## src/rtl/bytedma_csr.sv

```systemverilog
module bytedma_csr #(
  parameter int AW = 16,
  parameter int DW = 8
) (
  input  logic          clk,
  input  logic          rst_n,
  input  logic [1:0]    h_sel,
  input  logic          h_wr,
  input  logic          h_full,
  input  logic [15:0]   h_wdata,
  output logic [15:0]   h_rdata,
  input  logic          drq,
  output logic          dack,
  output logic          eop,
  input  logic          per_irq,
  output logic          per_rst_n,
  output logic          host_irq,
  input  logic [DW-1:0] pd_in,
  output logic [DW-1:0] pd_out,
  output logic [AW-1:0] buf_addr,
  output logic          buf_we,
  output logic [DW-1:0] buf_wdata,
  input  logic [DW-1:0] buf_rdata
);
  localparam logic [1:0] SEL_CSR = 2'd0, SEL_ADR = 2'd1, SEL_CNT = 2'd2;
  localparam logic [1:0] S_IDLE = 2'd0, S_XFER = 2'd1, S_HOLD = 2'd2;

  logic [1:0]    st;
  logic [AW-1:0] adr;
  logic [15:0]   cnt;
  logic          c_rstn, c_ien, c_dir;

  wire wr_ok  = h_wr && h_full;
  wire wr_csr = wr_ok && h_sel == SEL_CSR;
  wire wr_adr = wr_ok && h_sel == SEL_ADR;
  wire wr_cnt = wr_ok && h_sel == SEL_CNT;

  assign dack      = (st == S_XFER) && c_rstn;
  assign eop       = c_dir && (cnt == '0) && c_rstn;
  assign per_rst_n = c_rstn;
  assign host_irq  = per_irq && c_ien;
  assign buf_addr  = adr;
  assign buf_we    = dack && !c_dir;
  assign buf_wdata = pd_in;
  assign pd_out    = buf_rdata;

  always_comb begin
    h_rdata = '0;
    if (h_full) begin
      case (h_sel)
        SEL_CSR: h_rdata = {5'b0, 1'b1, per_irq, 5'b0, c_dir, c_ien, 1'b1, c_rstn};
        SEL_ADR: h_rdata = 16'(adr);
        SEL_CNT: h_rdata = cnt;
        default: h_rdata = '0;
      endcase
    end
  end

  always_ff @(posedge clk or negedge rst_n) begin
    if (!rst_n) begin
      st     <= S_IDLE;
      adr    <= '0;
      cnt    <= '0;
      c_rstn <= 1'b0;
      c_ien  <= 1'b0;
      c_dir  <= 1'b0;
    end else begin
      case (st)
        S_IDLE:  if (drq) st <= S_XFER;
        S_XFER:  st <= S_HOLD;
        default: if (!drq) st <= S_IDLE;
      endcase
      if (!c_rstn) st <= S_IDLE;

      if (wr_adr)    adr <= h_wdata[AW-1:0];
      else if (dack) adr <= adr + 1'b1;

      if (wr_cnt)    cnt <= h_wdata;
      else if (dack) cnt <= cnt - 1'b1;

      if (wr_csr) begin
        c_rstn <= h_wdata[0];
        c_ien  <= h_wdata[2];
        c_dir  <= h_wdata[3];
      end
    end
  end

  assert_one_byte_R4: assert property (@(posedge clk) disable iff (!rst_n)
    dack |=> !dack);

  assert_addr_step_R5: assert property (@(posedge clk) disable iff (!rst_n)
    (dack && !wr_adr) |=> buf_addr == $past(buf_addr) + 1'b1);

  assert_count_step_R5: assert property (@(posedge clk) disable iff (!rst_n)
    (dack && !wr_cnt) |=> cnt == $past(cnt) - 1'b1);

  assert_terminal_R8: assert property (@(posedge clk) disable iff (!rst_n)
    (dack && eop && !wr_cnt) |=> cnt == 16'hFFFF);
endmodule

```

## config.mk

```make
export PLATFORM = sky130hd
export DESIGN_NAME = bytedma_csr
export DESIGN_NICKNAME = d
export VERILOG_FILES = /design/src/rtl/bytedma_csr.sv
export SDC_FILE = /design/constraint.sdc
export NUM_CORES = 1
export LEC_CHECK = 0
export CAP_MARGIN = 20
export CORE_MARGIN = 2
export CORE_UTILIZATION = 35
export CTS_BUF_LIST = sky130_fd_sc_hd__clkbuf_8
export DETAILED_ROUTE_END_ITERATION = 8
export DONT_BUFFER_PORTS = 1
export PLACE_DENSITY = 0.51
export SLEW_MARGIN = 20
export SYNTH_ARGS = -nofsm -noshare
export SYNTH_HDL_FRONTEND = slang
export SYNTH_SLANG_ARGS = --single-unit
```

## constraint.sdc

```tcl
create_clock -name clk -period 2.5 [get_ports clk]
set_clock_uncertainty 0.2 [all_clocks]
set_input_delay 0.25 -clock clk [delete_from_list [all_inputs] [get_ports clk]]
set_output_delay 0.25 -clock clk [all_outputs]
set_load 0.01 [all_outputs]
```

==> impl_metrics.yaml <==
clock_tree:
  postCtsSetupBuffers: 0
  clock-root-buffer: "clkbuf_8"
  clk_latency_ns: 0.30
  clkSlewWorstSetupHoldPaths_ns: 0.08
  cts_resized: 0
  cts_buffers: 5
  clock-sinks: 37
  cts_tree: "built"
  h-tree-depth: 2
  cts_buffer_depth: 2
worst_setup_path:
  cp_slowest_cell: "nor4b_1"
  worstPathCellList: "inv_1 -> ha_1 -> nor2b_1 -> nand4b_1 -> nor4b_1 -> buf_4"
  crit_path_max_incr_delay_ns: 0.42
  critPathLaunch: "cnt[1]"
  end_kind: "output port"
  cp_data_arrival_time_ns: 1.89
  cp_max_fo: 3
  reg2reg_from: "buf_addr[0]"
  startpoint_type: "flip-flop"
  crit_required_ns: 2.05
  path_class: "flip-flop to output port"
cells_and_area:
  nNetsFinal: 346
  drive_gt1_share_pct: 9.18
  design_area_um2: 2860
  insertedDiodeCount: 0
  syn2layout_area_growth_pct: 11.6
sta:
  setup_tns_ns: 0
  maxSlewHeadroom_pct: 58.3
  hold_violations: 0
  max_freq_mhz: 427
  finalWorstSetupSlack_ns: 0.158
  worstMarginPinSlew_ns: 0.620
  fin_crit_ns: 2.34
  hold_slack_ns: 0.106
  final-max-slew-violation-count: 0
  rsz0062_at_grt: "no"
  setup_viol: 0
  finalCritPeriodShare_pct: 93.7
logic_synthesis:
  synth.most_common_cell: "nand2_1"
  synth_warnings: 0
  ys_ff_latch: 37
  synthTopCellsByArea: "dfrtp_1, nand2_1, o21ai_0"
  synth_top_cell_by_area: "dfrtp_1"
  postSynthAreaPerCell_um2: 8.56
  synth_top_area_share_pct: 36.2
  synth_edf_count: 0
  synth_nets: 341
  ys_seq_area_share_pct: 36.2
  synthArstFlopShare_pct: 100
  ys_types: 40
  synth_area_um2: 2560
  syn-instance-count: 299
  ys.flop_type: "dfrtp_1"
  synth_common_cells: "nand2_1, dfrtp_1, o21ai_0"
die:
  coreArea_um2: 7180
  ioPinCount: 93
  dieHeight_um: 89.5
  dieWidth_um: 89.5
  start_util_pct: 35.7
  rows: 31
  dieArea_um2: 8010
global_routing:
  grt_overflow: 0
  grt_max_degree: 38
  grt_pass1_vias: 2176
  grt_first_pass_wirelength_mm: 11.8
  antenna_found_initial: 0
  track_usage_pct: 19.7
pwr:
  power_mw: 2.16
  p_leak_nw: 1.06
  max-vdd-ir-drop_mv: 0.349
  p_per_area_nw_per_um2: 758
worst_hold_path:
  hp-start: "h_sel[0]"
  hold_path_class: "input port to flip-flop"
routing:
  vias: 2176
  routed_wl_mm: 7.43
  drc: 0
  wire_per_inst_um: 18.4
  viasPerCell: 5.39
  dr.pass1.iters: 4
  postRouteAntennaNets: 0
  drt_iter0_drc: 108
placed_design:
  pre_cts_slack_ns: 0.389
  numPortBuffers: 0
  place_area_um2: 2570
  place.gp.congestion: 0.791
  dp_hpwl_mm: 5.55
run:
  maxCapViolations: 0
status:
  status: "completed"
==> registers in the layout, indices dropped and copies added (netlist names) <==
signal / flops
buf_addr: 16
per_rst_n: 1
c_dir: 1
c_ien: 1
st: 2
cnt: 16
==> path summary, 6_finish.rpt <==
path / slack [ns] / cells past startpoint / to
min: 0.11 / 2 / c_dir
max in group asynchronous: 1.68 / 2 / cnt[7]
max: 0.16 / 6 / eop
min reg2reg: 0.36 / 1 / c_ien
min in group asynchronous: 0.20 / 2 / cnt[12]
max reg2reg: 0.37 / 5 / buf_addr[14]
==> logic make-up after synthesis <==
kind of cell             synth area share, %
AND/OR/NAND/NOR                         31.6
AO/OA/AOI/OAI                           11.0
flip-flops                              36.2
buffers and inverters                   7.82
XOR/XNOR                                7.87
multiplexers                            4.50
adder cells (fa/ha/maj)                0.977
==> where the power goes <==
part	leakage, nW	internal [mW]	switching (mW)	total, mW
registers	0.436	0.762	0.338	1.10
clock network	0.0491	0.190	0.232	0.421
logic	0.574	0.313	0.331	0.644
total	1.06	1.26	0.900	2.16
==> stage by stage <==
step                      cells  util (%)
after floorplan             299         -
after global placement      377      35.9
after detailed placement    377      35.9
after CTS                   404      39.8
after global routing        404      39.8
final                       404      39.8
==> layer usage <==
layer / global-route usage (%) / up-vias / routed length (um)
met5: 0 / - / 0
met3: 4.80 / 9 / 551
met4: 4.07 / 0 / 64
li1: - / 1050 / -
met1: 27.5 / 1040 / 3480
met2: 31.1 / 77 / 3340
==> layout by cell type (no fill, tap or decap), types with 3 or more instances in the layout <==
| cell type | n |
|---|---|
| nor4_4 | 3 |
| xnor2_1 | 12 |
| nor2_1 | 11 |
| mux2i_1 | 7 |
| nand2_1 | 46 |
| nand4_1 | 10 |
| clkbuf_8 | 5 |
| nor2b_1 | 16 |
| buf_4 | 9 |
| dlygate4sd3_1 | 18 |
| mux2_2 | 4 |
| and2_1 | 9 |
| inv_1 | 6 |
| o21ai_0 | 26 |
| xor2_1 | 11 |
| a31oi_1 | 4 |
| dfrtp_1 | 37 |
| nand3_1 | 13 |
| a22oi_1 | 10 |
| nand4b_1 | 7 |
| nand3b_1 | 3 |
| nor4_1 | 3 |
| nor3_1 | 9 |
==> worst max-delay path: cells and delay by family (launching register included) <==
kind	cells	cell delay, ns
adders and majority gates	1	0.19
buffers and inverters	2	0.30
DFF	1	0.41
and+or+nand+nor	3	0.71
==> what timing repair did <==
action,4_1_cts,5_1_grt
endpoints found under the hold margin,74,0
endpoints found under the setup margin,0,0
hold buffers,19,0
==> cell type report <==
cell class | instances | area [um^2]
well taps | 99 | 124
clock buffers | 5 | 68.8
inverters | 6 | 22.5
multi-input cells | 226 | 1430
flip-flops and latches | 37 | 926
fillers | 759 | 4320
clock inverters | 3 | 13.8
repair buffers | 28 | 268
(Power assumes the default switching activity.)
